==> config.mk <==
export PLATFORM = sky130hd
export DESIGN_NAME = tcarb_port_arbiter
export DESIGN_NICKNAME = d
export VERILOG_FILES = /design/src/rtl/tcarb_pkg.sv /design/src/rtl/tcarb_classmap.sv /design/src/rtl/tcarb_ctrl.sv /design/src/rtl/tcarb_dp.sv /design/src/rtl/tcarb_port_arbiter.sv
export SDC_FILE = /design/constraint.sdc
export NUM_CORES = 1
export LEC_CHECK = 0
export ABC_AREA = 1
export BUFFER_PORTS_ARGS = -buffer_cell sky130_fd_sc_hd__buf_2
export CORE_ASPECT_RATIO = 1.25
export CORE_UTILIZATION = 51
export DETAILED_ROUTE_END_ITERATION = 8
export PLACE_DENSITY = 0.8
export SYNTH_ARGS = -nofsm -noshare
export SYNTH_HDL_FRONTEND = slang
export SYNTH_HIERARCHICAL = 1
export SYNTH_SLANG_ARGS = --single-unit
==> constraint.sdc <==
create_clock -name clk -period 8.6 [get_ports clk]
set_input_delay 1.29 -clock clk [delete_from_list [all_inputs] [get_ports clk]]
set_output_delay 1.29 -clock clk [all_outputs]
set_load 0.03 [all_outputs]
==> src/rtl/tcarb_pkg.sv <==
package tcarb_pkg;
  localparam int QOS_W = 4;

  // read traffic classes
  localparam logic [1:0] CLS_LOW  = 2'd0;
  localparam logic [1:0] CLS_HIGH = 2'd1;
  localparam logic [1:0] CLS_VID  = 2'd2;

  // write traffic classes
  localparam logic WCLS_NORM = 1'b0;
  localparam logic WCLS_VID  = 1'b1;

  // throttle type per port
  localparam logic [1:0] PT_BEST   = 2'd0;
  localparam logic [1:0] PT_LOWLAT = 2'd1;
  localparam logic [1:0] PT_VIDEO  = 2'd2;

  // control-to-datapath strobes
  typedef struct packed {
    logic anyCand;
    logic urgentMode;
    logic pickWrite;
  } arbStrobe_t;
endpackage

==> src/rtl/tcarb_classmap.sv <==
module tcarb_classmap
  import tcarb_pkg::*;
(
  input  logic [QOS_W-1:0] qos,
  input  logic [QOS_W-1:0] thr,
  input  logic [3:0]       rdMap,
  input  logic [1:0]       wrMap,
  input  logic             isWrite,
  output logic [1:0]       cls,
  output logic             isVideo
);
  logic       region;
  logic [1:0] rdCls;
  logic       wrCls;

  always_comb begin
    region  = (qos >= thr);
    rdCls   = region ? rdMap[3:2] : rdMap[1:0];
    wrCls   = region ? wrMap[1] : wrMap[0];
    cls     = isWrite ? {1'b0, wrCls} : rdCls;
    isVideo = isWrite ? (wrCls == WCLS_VID) : (rdCls == CLS_VID);
  end
endmodule

==> src/rtl/tcarb_ctrl.sv <==
module tcarb_ctrl
  import tcarb_pkg::*;
#(
  parameter int N_PORTS = 4,
  parameter int AGE_W   = 11,
  parameter int FREE_W  = 6
) (
  input  logic                     clk,
  input  logic                     rstN,
  input  logic [N_PORTS-1:0]       reqValid,
  input  logic [N_PORTS-1:0]       reqIsWrite,
  input  logic [N_PORTS*QOS_W-1:0] reqQos,
  input  logic [N_PORTS*QOS_W-1:0] cfgRegionThr,
  input  logic [N_PORTS*4-1:0]     cfgRdClass,
  input  logic [N_PORTS*2-1:0]     cfgWrClass,
  input  logic [N_PORTS*2-1:0]     cfgPortType,
  input  logic [N_PORTS-1:0]       cfgUrgent,
  input  logic [N_PORTS*AGE_W-1:0] cfgTimeout,
  input  logic [FREE_W-1:0]        hprFree,
  input  logic [FREE_W-1:0]        lprFree,
  input  logic [FREE_W-1:0]        npwFree,
  input  logic [FREE_W-1:0]        hprThr,
  input  logic [FREE_W-1:0]        lprThr,
  input  logic [FREE_W-1:0]        npwThr,
  input  logic [N_PORTS-1:0]       grantOh,
  output logic [N_PORTS-1:0]       candMask,
  output logic [N_PORTS*2-1:0]     portClass,
  output arbStrobe_t               strobe
);
  logic [N_PORTS-1:0] isVid;
  logic [N_PORTS-1:0] isHigh;
  logic [N_PORTS-1:0] throttled;
  logic [N_PORTS-1:0] expired;
  logic [N_PORTS-1:0] elig;

  logic hprShort, lprShort, npwShort;
  assign hprShort = (hprFree < hprThr);
  assign lprShort = (lprFree < lprThr);
  assign npwShort = (npwFree < npwThr);

  for (genvar i = 0; i < N_PORTS; i++) begin : g_port
    logic [1:0]       cls;
    logic [1:0]       pType;
    logic [AGE_W-1:0] age;
    logic [AGE_W-1:0] limit;

    tcarb_classmap u_map (
      .qos    (reqQos[i*QOS_W +: QOS_W]),
      .thr    (cfgRegionThr[i*QOS_W +: QOS_W]),
      .rdMap  (cfgRdClass[i*4 +: 4]),
      .wrMap  (cfgWrClass[i*2 +: 2]),
      .isWrite(reqIsWrite[i]),
      .cls    (cls),
      .isVideo(isVid[i])
    );

    assign portClass[i*2 +: 2] = cls;
    assign isHigh[i] = !reqIsWrite[i] && (cls == CLS_HIGH);
    assign pType     = cfgPortType[i*2 +: 2];
    assign limit     = cfgTimeout[i*AGE_W +: AGE_W];
    assign expired[i] = (age >= limit);

    always_comb begin
      case (pType)
        PT_BEST:   throttled[i] = lprShort || npwShort;
        PT_LOWLAT: throttled[i] = hprShort;
        default:   throttled[i] = 1'b0;
      endcase
    end

    assign elig[i] = reqValid[i] && (cfgUrgent[i] || !throttled[i]);

    // age of the pending video command on this port
    always_ff @(posedge clk) begin
      if (!rstN) begin
        age <= '0;
      end else if (grantOh[i] || !(reqValid[i] && isVid[i])) begin
        age <= '0;
      end else if (!expired[i]) begin
        age <= age + AGE_W'(1);
      end
    end
  end

  logic [N_PORTS-1:0] eligRd, eligWr, expRd, expWr, highRd, urgSet;
  logic               pickRead;

  always_comb begin
    eligRd   = elig & ~reqIsWrite;
    eligWr   = elig & reqIsWrite;
    expRd    = eligRd & isVid & expired;
    expWr    = eligWr & isVid & expired;
    highRd   = eligRd & isHigh;
    urgSet   = elig & cfgUrgent;
    pickRead = (|expRd) || ((|eligRd) && !(|expWr));
    strobe.urgentMode = |urgSet;
    strobe.pickWrite  = !pickRead;
    if (|urgSet) begin
      candMask = urgSet;
    end else if (pickRead) begin
      if (|expRd)       candMask = expRd;
      else if (|highRd) candMask = highRd;
      else              candMask = eligRd & ~highRd;
    end else begin
      candMask = (|expWr) ? expWr : eligWr;
    end
    strobe.anyCand = |candMask;
  end
endmodule

==> src/rtl/tcarb_dp.sv <==
module tcarb_dp
  import tcarb_pkg::*;
#(
  parameter int N_PORTS = 4,
  localparam int IDX_W  = (N_PORTS > 1) ? $clog2(N_PORTS) : 1
) (
  input  logic                     clk,
  input  logic                     rstN,
  input  arbStrobe_t               strobe,
  input  logic [N_PORTS-1:0]       candMask,
  input  logic [N_PORTS-1:0]       reqIsWrite,
  input  logic [N_PORTS*QOS_W-1:0] reqQos,
  input  logic [N_PORTS*2-1:0]     portClass,
  output logic [N_PORTS-1:0]       grantOh,
  output logic                     grantValid,
  output logic [IDX_W-1:0]         grantPort,
  output logic                     grantIsWrite,
  output logic [1:0]               grantClass,
  output logic [QOS_W-1:0]         grantQos
);
  logic [QOS_W-1:0]   maxQos;
  logic [N_PORTS-1:0] qosSet;
  logic               multi;
  logic [IDX_W-1:0]   rrPtr;
  logic [IDX_W-1:0]   winIdx;
  logic               found;

  // QoS layer
  always_comb begin
    maxQos = '0;
    for (int i = 0; i < N_PORTS; i++) begin
      if (candMask[i] && (reqQos[i*QOS_W +: QOS_W] > maxQos))
        maxQos = reqQos[i*QOS_W +: QOS_W];
    end
    for (int i = 0; i < N_PORTS; i++) begin
      qosSet[i] = candMask[i] && (reqQos[i*QOS_W +: QOS_W] == maxQos);
    end
    multi = ($countones(qosSet) > 1);
  end

  // round-robin layer
  always_comb begin
    winIdx = '0;
    found  = 1'b0;
    for (int k = 0; k < N_PORTS; k++) begin
      if (!found && qosSet[(int'(rrPtr) + k) % N_PORTS]) begin
        found  = 1'b1;
        winIdx = IDX_W'((int'(rrPtr) + k) % N_PORTS);
      end
    end
  end

  always_ff @(posedge clk) begin
    if (!rstN) begin
      rrPtr <= '0;
    end else if (strobe.anyCand && multi) begin
      rrPtr <= (winIdx == IDX_W'(N_PORTS - 1)) ? '0 : winIdx + IDX_W'(1);
    end
  end

  always_comb begin
    grantOh = '0;
    if (strobe.anyCand) grantOh[winIdx] = 1'b1;
    grantValid   = strobe.anyCand;
    grantPort    = winIdx;
    grantIsWrite = strobe.urgentMode ? reqIsWrite[winIdx] : strobe.pickWrite;
    grantClass   = portClass[winIdx*2 +: 2];
    grantQos     = reqQos[winIdx*QOS_W +: QOS_W];
  end
endmodule

==> src/rtl/tcarb_port_arbiter.sv <==
module tcarb_port_arbiter
  import tcarb_pkg::*;
#(
  parameter int N_PORTS = 4,
  parameter int AGE_W   = 11,
  parameter int FREE_W  = 6,
  localparam int IDX_W  = (N_PORTS > 1) ? $clog2(N_PORTS) : 1
) (
  input  logic                     clk,
  input  logic                     rstN,
  input  logic [N_PORTS-1:0]       reqValid,
  input  logic [N_PORTS-1:0]       reqIsWrite,
  input  logic [N_PORTS*4-1:0]     reqQos,
  input  logic [N_PORTS*4-1:0]     cfgRegionThr,
  input  logic [N_PORTS*4-1:0]     cfgRdClass,
  input  logic [N_PORTS*2-1:0]     cfgWrClass,
  input  logic [N_PORTS*2-1:0]     cfgPortType,
  input  logic [N_PORTS-1:0]       cfgUrgent,
  input  logic [N_PORTS*AGE_W-1:0] cfgTimeout,
  input  logic [FREE_W-1:0]        hprFree,
  input  logic [FREE_W-1:0]        lprFree,
  input  logic [FREE_W-1:0]        npwFree,
  input  logic [FREE_W-1:0]        hprThr,
  input  logic [FREE_W-1:0]        lprThr,
  input  logic [FREE_W-1:0]        npwThr,
  output logic [N_PORTS-1:0]       grantOh,
  output logic                     grantValid,
  output logic [IDX_W-1:0]         grantPort,
  output logic                     grantIsWrite,
  output logic [1:0]               grantClass,
  output logic [3:0]               grantQos
);
  arbStrobe_t         strobe;
  logic [N_PORTS-1:0] candMask;
  logic [N_PORTS*2-1:0] portClass;

  tcarb_ctrl #(.N_PORTS(N_PORTS), .AGE_W(AGE_W), .FREE_W(FREE_W)) u_ctrl (
    .clk(clk), .rstN(rstN),
    .reqValid(reqValid), .reqIsWrite(reqIsWrite), .reqQos(reqQos),
    .cfgRegionThr(cfgRegionThr), .cfgRdClass(cfgRdClass), .cfgWrClass(cfgWrClass),
    .cfgPortType(cfgPortType), .cfgUrgent(cfgUrgent), .cfgTimeout(cfgTimeout),
    .hprFree(hprFree), .lprFree(lprFree), .npwFree(npwFree),
    .hprThr(hprThr), .lprThr(lprThr), .npwThr(npwThr),
    .grantOh(grantOh), .candMask(candMask), .portClass(portClass), .strobe(strobe)
  );

  tcarb_dp #(.N_PORTS(N_PORTS)) u_dp (
    .clk(clk), .rstN(rstN), .strobe(strobe), .candMask(candMask),
    .reqIsWrite(reqIsWrite), .reqQos(reqQos), .portClass(portClass),
    .grantOh(grantOh), .grantValid(grantValid), .grantPort(grantPort),
    .grantIsWrite(grantIsWrite), .grantClass(grantClass), .grantQos(grantQos)
  );
endmodule

==> results of run 1 <==
## through the flow
step | util (%) | total power [uW]
6_report | 78.1 | 1150
5_1_grt | 78.1 | 1220
4_1_cts | 70.9 | 1010
3_5_place_dp | 65.5 | 732
3_3_place_gp | 65.5 | 725
2_1_floorplan | - | 544
## worst max-delay path: cells and delay by family
kind	cells	cell delay, ps
AND/OR/NAND/NOR	38	3910
buffers and inverters	12	1130
adder cells (fa/ha/maj)	4	1010
AO/OA/AOI/OAI	6	900
## power by group through the flow
stage,sequential (uW),clock [uW],combinational [uW]
after detailed placement,221,0,511
after floorplan,221,0,324
after global placement,221,0,504
after CTS,216,200,596
final,217,195,738
after global routing,217,212,787
## layout make-up
cell class                 count  area share [%]
multi-input combinational    848            58.7
inverter                     266            9.55
timing repair buffer         309            19.8
antenna                        1          0.0232
tap                          175            2.03
clock buffer                   7            1.32
clock inverter                 1          0.0464
sequential                    46            8.54
## flip-flops by register name (all words and copies together), names as in the netlist
signal / flops
u_ctrl/g_port.age: 44
u_dp/rrPtr: 2
## kinds of logic after synthesis
family	share of synthesized area [%]
AND/OR/NAND/NOR	44.9
AO/OA/AOI/OAI	10.3
XOR/XNOR	0.121
adder cells (fa/ha/maj)	17.1
buffers and inverters	14.7
flip-flops	12.8
## cell usage after synthesis, drive strengths merged
cell    count
nand2     328
dfxtp      46
and3        4
nor3       23
nand3     112
a21o        4
ha         97
nand4      32
nor4        2
clkbuf      3
xor2        1
buf         6
nand3b      4
nor3b      16
o211ai      4
nor2       98
a21boi      1
and2        1
a21oi      68
or2         8
o21a        6
inv       262
clkinv      4
o21bai      3
o21ai      34
fa          1
## routing by layer
metal | global-route usage [%] | up-vias | share of wire [%]
li1 | - | 4335 | -
met1 | 33.4 | 3962 | 36
met2 | 57.4 | 376 | 52
met3 | 2.27 | 150 | 4.7
met4 | 17.3 | 0 | 7.5
met5 | 0 | - | 0
## path summary, 6_finish.rpt
path | cells past startpoint | from | end
worst max-delay path | 60 | cfgRegionThr[15] | grantQos[3]
worst min-delay path | 2 | u_ctrl/g_port[0].age[10]$_SDFFE_PP0P_ | u_ctrl/g_port[0].age[10]$_SDFFE_PP0P_
worst max register to register | 63 | u_ctrl/g_port[2].age[9]$_SDFFE_PP0N_ | u_ctrl/g_port[3].age[6]$_SDFFE_PP0N_
worst min register to register | 2 | u_ctrl/g_port[0].age[10]$_SDFFE_PP0P_ | u_ctrl/g_port[0].age[10]$_SDFFE_PP0P_
## what timing repair did
| action | CTS | global route |
|---|---|---|
| endpoints found under the setup margin | 13 | 57 |
| endpoints found under the hold margin | 0 | 0 |
| pin swaps | 48 | 110 |
| resized for setup | 100 | 186 |
| buffers inserted | 22 | 15 |
| gates cloned | 1 | 3 |
==> metrics, run 1 <==
die area 0.0146 mm2; gpl congestion 1.02; commonest non-fill, non-tap cell in the layout inv_1; register area share after synthesis around 13%; die height 135 um; failing checks setup timing; Post-route DRC 0; most frequent cells in the layout inv_1, nand2_1, buf_2; Yosys top cell area share between 10% and 20%; worst rel slew slack 59.6%; yosys warns 6; post-synth top area cell ha_1; Synth Cell Area around 0.0072 mm2; number of global-route vias before repair ~8300; CP max stage cell ha_4; min cycle time layout approximately 9600 ps; Final WS setup -965 ps; All-Layer GR Usage a little under a third; post-synthesis sequential element count 46; initial antenna violation count 1; clock edge transition at the registers on the reported setup and hold paths about 60 ps; Final Max Slew Viols 0; count of final hold-check violations 0; clock root cell clkbuf_16; Worst VDD drop between 0.1 and 0.15 mV; CP Data Required Time ~7300 ps; Worst EP arrival around 8300 ps; final instance area ~0.011 mm2; port bufs approximately 170; H-tree depth 2; vias per inst 5.34; Max stage delay on crit path 280 ps; RSZ-0062 raised after global routing true; placed inst area 0.00905 mm2; switching part of the total 43.0%; Avg Cell Area, Syn between 6 and 7 um2; Worst Setup Start Kind primary input; Setup CP Type primary input to output pin; Final Cycle Share 111%; fmax roughly 100 MHz; Pleak roughly 0.0058 uW; ratio of cells with drive above 1 in the final layout about 45%; total of fill cells in the finished design 996; first-pass GRT wire length ~36000 um; max_cap viols 0; Hold WS around 470 ps; footprint of the multi-input gates between 0.006 and 0.007 mm2; width of the die around 110 um; power per cell area 107 mW/mm2; total iterations of the first detailed-routing run 5; CTS tree built; CP most frequent cell nand2_4; standard-cell rows 48; final WL approximately 25000 um; status complete, but fails checks; Slew @ Worst Pin ~600 ps; most area-consuming cells after synthesis ha_1, nand2_1, dfxtp_1; cell count after synthesis between 1000 and 1500; pre-CTS setup slack -822 ps; combinational power share roughly 64%; Psw roughly 500 uW; TritonCTS Buffers 5; crit-path max FO 8; Worst Skew between 9 and 10 ps; final cell count without fillers 1653; # IOs about 170; Internal Power roughly 660 uW; Flop pwr share 18.8%; First DRT Iteration DRCs just under 600; Worst Hold Class register to register; nets around 1700; Routed Antenna Nets 0; Reg area slightly above 900 um2; Area Overhead vs Synth 49.6%; nature of the critical path endpoint output pin; starting density of the core a little over half; wire per inst 15.2 um; core box area 0.0138 mm2; largest net degree at the start of global routing 23; Clk Latency, worst-skew pair ~290 ps; CTS Hold Buffers Added 0; Via Count about 8800; Sink Count 46; reg2reg setup slack between 900 and 1000 ps; setup TNS -11970 ps; Clock Path Buffers 2; grt total ovfl 0; dpl hpwl ~18000 um; final setup fails 15; Clock power frac about 17%; Post-Place Cells ~1600; Netlist cell types 45; Syn Nets roughly 1400
No activity file was read; power rests on OpenSTA's default activity.
==> inputs of run 2 (changes only) <==
Settings changed: BUFFER_PORTS_ARGS -buffer_cell sky130_fd_sc_hd__buf_2 to default, CORE_UTILIZATION 51 to 60, DONT_BUFFER_PORTS from default to 1, PLACE_DENSITY 0.8 to 0.79.
==> run 2 against run 1 <==
- the flow now stops in 5_1_grt
- area after synthesis unchanged
- synthesized cell count unchanged
==> metrics, run 2 <==
status stopped before the end (was complete, but fails checks); Last stage 5_1_grt; stop err [ERROR GRT-0232] Routing congestion too high. Check the congestion heatmap in the GUI.; CTS Hold Buffers Added 0 (unchanged); grt total ovfl 94; clock root cell clkbuf_16 (unchanged); H-tree depth 2 (unchanged); post-synthesis async set-or-reset flop share 0% (unchanged); standard-cell rows 44 (was 48); Avg Cell Area, Syn 6.17 um2 (unchanged); kind of the worst endpoint top-level output; XOR/XNOR Fraction of Synth Area 0.121% (unchanged); Post-Place Cells 1400 (was 1603); largest net degree at the start of global routing 16; post-synthesis mux area share 0% (unchanged); ys flop type dfxtp_1 (unchanged); Yosys top cell area share 16.8% (unchanged); cell count after synthesis 1168 (unchanged); fraction of the mapped netlist area in adder cells 17.1% (unchanged); most frequent cell after synthesis nand2_1 (unchanged); register area share after synthesis 12.8% (unchanged); Crit. endpoint post-GRT repair grantQos[1]; die height 125 um (was 135 um); width of the die 100 um (was 108 um); simple-gate share of the synthesized area 44.9% (unchanged); yosys warns 6 (unchanged); largest family of logic cells by synthesized area simple AND/OR/NAND/NOR gates (unchanged); Clock Path Buffers 2 (unchanged); Post-synth EDFFs 0 (unchanged); port bufs 0 (was 171); post-synth top area cell ha_1 (unchanged); Sink Count 46 (unchanged); most area-consuming cells after synthesis ha_1, nand2_1, dfxtp_1 (unchanged); All-Layer GR Usage approximately 79%; starting density of the core 61.8% (was 52.2%); Syn Nets 1424 (unchanged); Netlist cell types 45 (unchanged); gpl congestion 1.02 (about the same); dpl hpwl 16500 um (was 17600 um); post-synthesis sequential element count 46 (unchanged); compound-cell area share of the yosys netlist 10.3% (unchanged); Synth Cell Area 0.00721 mm2 (unchanged); top post-synthesis cells by count nand2_1, inv_1, ha_1 (unchanged); TritonCTS Buffers 5 (unchanged); # IOs 172 (unchanged)
[run 2: cell counts after synthesis]
Identical to the previous run, type by type.
[run 2: what timing repair did]
| action | 4_1_cts |
|---|---|
| pin swaps | 87 |
| endpoints found under the setup margin | 29 |
| gates resized for setup | 163 |
| buffers inserted | 63 |
| gates cloned | 1 |
[run 2: cell families after synthesis]
family | after synthesis
AO/OA/AOI/OAI | 120
buffers and inverters | 275
XOR/XNOR | 1
flip-flops | 46
adder cells (fa/ha/maj) | 98
AND/OR/NAND/NOR | 628
[run 2: metal layers]
| layer | GRT usage (%) | overflow |
|---|---|---|
| met4 | 83.3 | 45 |
| met3 | 66.7 | 3 |
| met5 | 20.5 | 0 |
| met2 | 96.0 | 45 |
| met1 | 75.8 | 1 |
[run 2: metrics by stage]
step           hold slack (ps)  utilization, %  instance area [um2]  setup TNS [ps]  worst slack [ps]
4_1_cts                    477            80.6                 9400           -3660              -334
3_5_place_dp               464            69.0                 8060          -18760              -773
2_1_floorplan              447               -                 7290               0              23.3
3_3_place_gp               458            69.0                 8060           -9670              -586
==> inputs of run 3 (changes only) <==
Settings changed: CORE_ASPECT_RATIO 1.25 to default, CORE_UTILIZATION 60 to 40, PLACE_DENSITY 0.79 to default, PLACE_DENSITY_LB_ADDON from default to 0.15.
Clock period 8.6 ns to 11.2 ns, I/O delays scaled along.
==> run 3 against run 2 <==
- the flow now finishes without violations
==> metrics, run 3 (synthesized netlist as in run 1, its figures left out) <==
Top Registers u_ctrl/g_port.age (44), u_dp/rrPtr (2); FF-to-FF End u_ctrl/g_port[0].age[10]$_SDFFE_PP0P_; first-pass GRT wire length about 30000 um; Final Max Slew Viols 0; CTS tree built; Slew @ Worst Pin ~560 ps; Worst Setup SP cfgRegionThr[11]; worst setup path end grantQos[2]; Pleak approximately 0.0042 uW; power per cell area about 80 mW/mm2; nets between 1000 and 1500; starting density of the core 41.3% (was 61.8%); min cycle time layout about 10000 ps; Worst Skew a little under 8 ps; Worst EP arrival between 8000 and 9000 ps; Final Cycle Share a little over nine tenths; dpl hpwl 16400 um (was 16500 um); standard-cell rows 48 (was 44); nature of the critical path endpoint output pin; Clock Path Buffers 2 (unchanged); status finished, final reports clean (was stopped before the end); Largest Register u_ctrl/g_port.age; grt total ovfl 0; reg2reg setup slack around 2900 ps; vias per inst 4.96; most frequent cells in the layout nand2_1, inv_1, ha_1; pre-CTS setup slack 470 ps (was -773 ps); fmax 95.4 MHz; ratio of cells with drive above 1 in the final layout between 10% and 20%; Hold WS between 400 and 500 ps; final core utilization 44.3%; max_cap viols 0; wire per inst approximately 14 um; Final WS setup approximately 710 ps; width of the die 136 um (was 100 um); Reg2Reg Depth between 50 and 60; crit-path max FO 9; die height 136 um (was 125 um); count of final hold-check violations 0; TritonCTS Buffers 5 (unchanged); Routed Antenna Nets 0; number of global-route vias before repair 6435; Via Count 6967; initial antenna violation count 0; Worst Hold Class register to register; Max stage delay on crit path between 300 and 400 ps; clock root cell clkbuf_16 (unchanged); Largest register FFs 44; core box area ~0.017 mm2; H-tree depth 2 (unchanged); Worst Setup Start Kind primary input; worst rel slew slack a little over three fifths; worst reg2reg path startpoint u_ctrl/g_port[2].age[10]$_SDFFE_PP0N_; # IOs 172 (unchanged); port bufs 0 (unchanged); Post-route DRC 0; All-Layer GR Usage roughly a fifth; CP most frequent cell nand2_1; setup TNS 0 ps; total iterations of the first detailed-routing run 5; Area Overhead vs Synth 7.43%; final WL approximately 19000 um; CP max stage cell ha_1; RSZ-0062 raised after global routing false; commonest non-fill, non-tap cell in the layout nand2_1; gpl congestion 0.914 (was 1.02); Ant. Diodes 0; final setup fails 0; Clk Latency, worst-skew pair 300 ps; die area between 0.015 and 0.02 mm2; Worst VDD drop 0.0481 mV; clock edge transition at the registers on the reported setup and hold paths about 70 ps; CP Data Required Time between 9000 and 10000 ps; Sink Count 46 (unchanged); Setup CP Type primary input to output pin; largest net degree at the start of global routing 26; CTS Hold Buffers Added 0 (unchanged); First DRT Iteration DRCs 319
[run 3: per-stage QoR]
step	std cells	total power [uW]	cell area [um2]
floorplan	1168	409	7210
global placement	1390	467	7470
detailed placement	1390	467	7470
CTS	1398	624	7620
global route	1405	682	7750
finish	1405	629	7750
[run 3: how the worst min path moves through the flow]
stage	start	end	slack [ps]	depth (start not counted)
after floorplan	u_ctrl/g_port[0].age[10]$_SDFFE_PP0P_	u_ctrl/g_port[0].age[10]$_SDFFE_PP0P_	450	2
after global placement	u_ctrl/g_port[0].age[10]$_SDFFE_PP0P_	u_ctrl/g_port[0].age[10]$_SDFFE_PP0P_	470	2
after CTS	u_ctrl/g_port[0].age[10]$_SDFFE_PP0P_	u_ctrl/g_port[0].age[10]$_SDFFE_PP0P_	480	2
final	u_ctrl/g_port[0].age[10]$_SDFFE_PP0P_	u_ctrl/g_port[0].age[10]$_SDFFE_PP0P_	480	2
after detailed placement	u_ctrl/g_port[0].age[10]$_SDFFE_PP0P_	u_ctrl/g_port[0].age[10]$_SDFFE_PP0P_	470	2
after global routing	u_ctrl/g_port[3].age[0]$_SDFFE_PP0N_	u_ctrl/g_port[3].age[0]$_SDFFE_PP0N_	510	1
[run 3: power breakdown]
part	internal [uW]	total (uW)	switching, uW
registers	165	166	1.46
logic	104	312	207
clock network	83.5	152	68.2
[run 3: metal layers]
layer / vias up / GRT usage, % / part of all wire (%)
met2: 160 / 38.3 / 50
met1: 3065 / 25.1 / 43
li1: 3719 / - / -
met3: 23 / 4.03 / 5.2
met4: 0 / 5.06 / 1.8
met5: - / 0 / 0
[run 3: cell type report]
cell class	instances	area [um2]
Fill cell	1934	9730
Inverter	266	1000
Clock inverter	3	23.8
Timing Repair Buffer	11	82.6
Sequential cell	46	921
Clock buffer	5	125
Tap cell	225	282
Multi-Input combinational cell	849	5310
[run 3: critical path: cells and delay by family]
kind                       cells  cell delay, ps
adders and majority gates      4            1200
AOI/OAI and AO/OA              5             900
buffers and inverters          9             850
and+or+nand+nor               38            4170
[run 3: timing repair]
item                       in CTS  in global routing
resized for setup               0                 14
buffers inserted                0                  5
setup endpoints to repair       0                 11
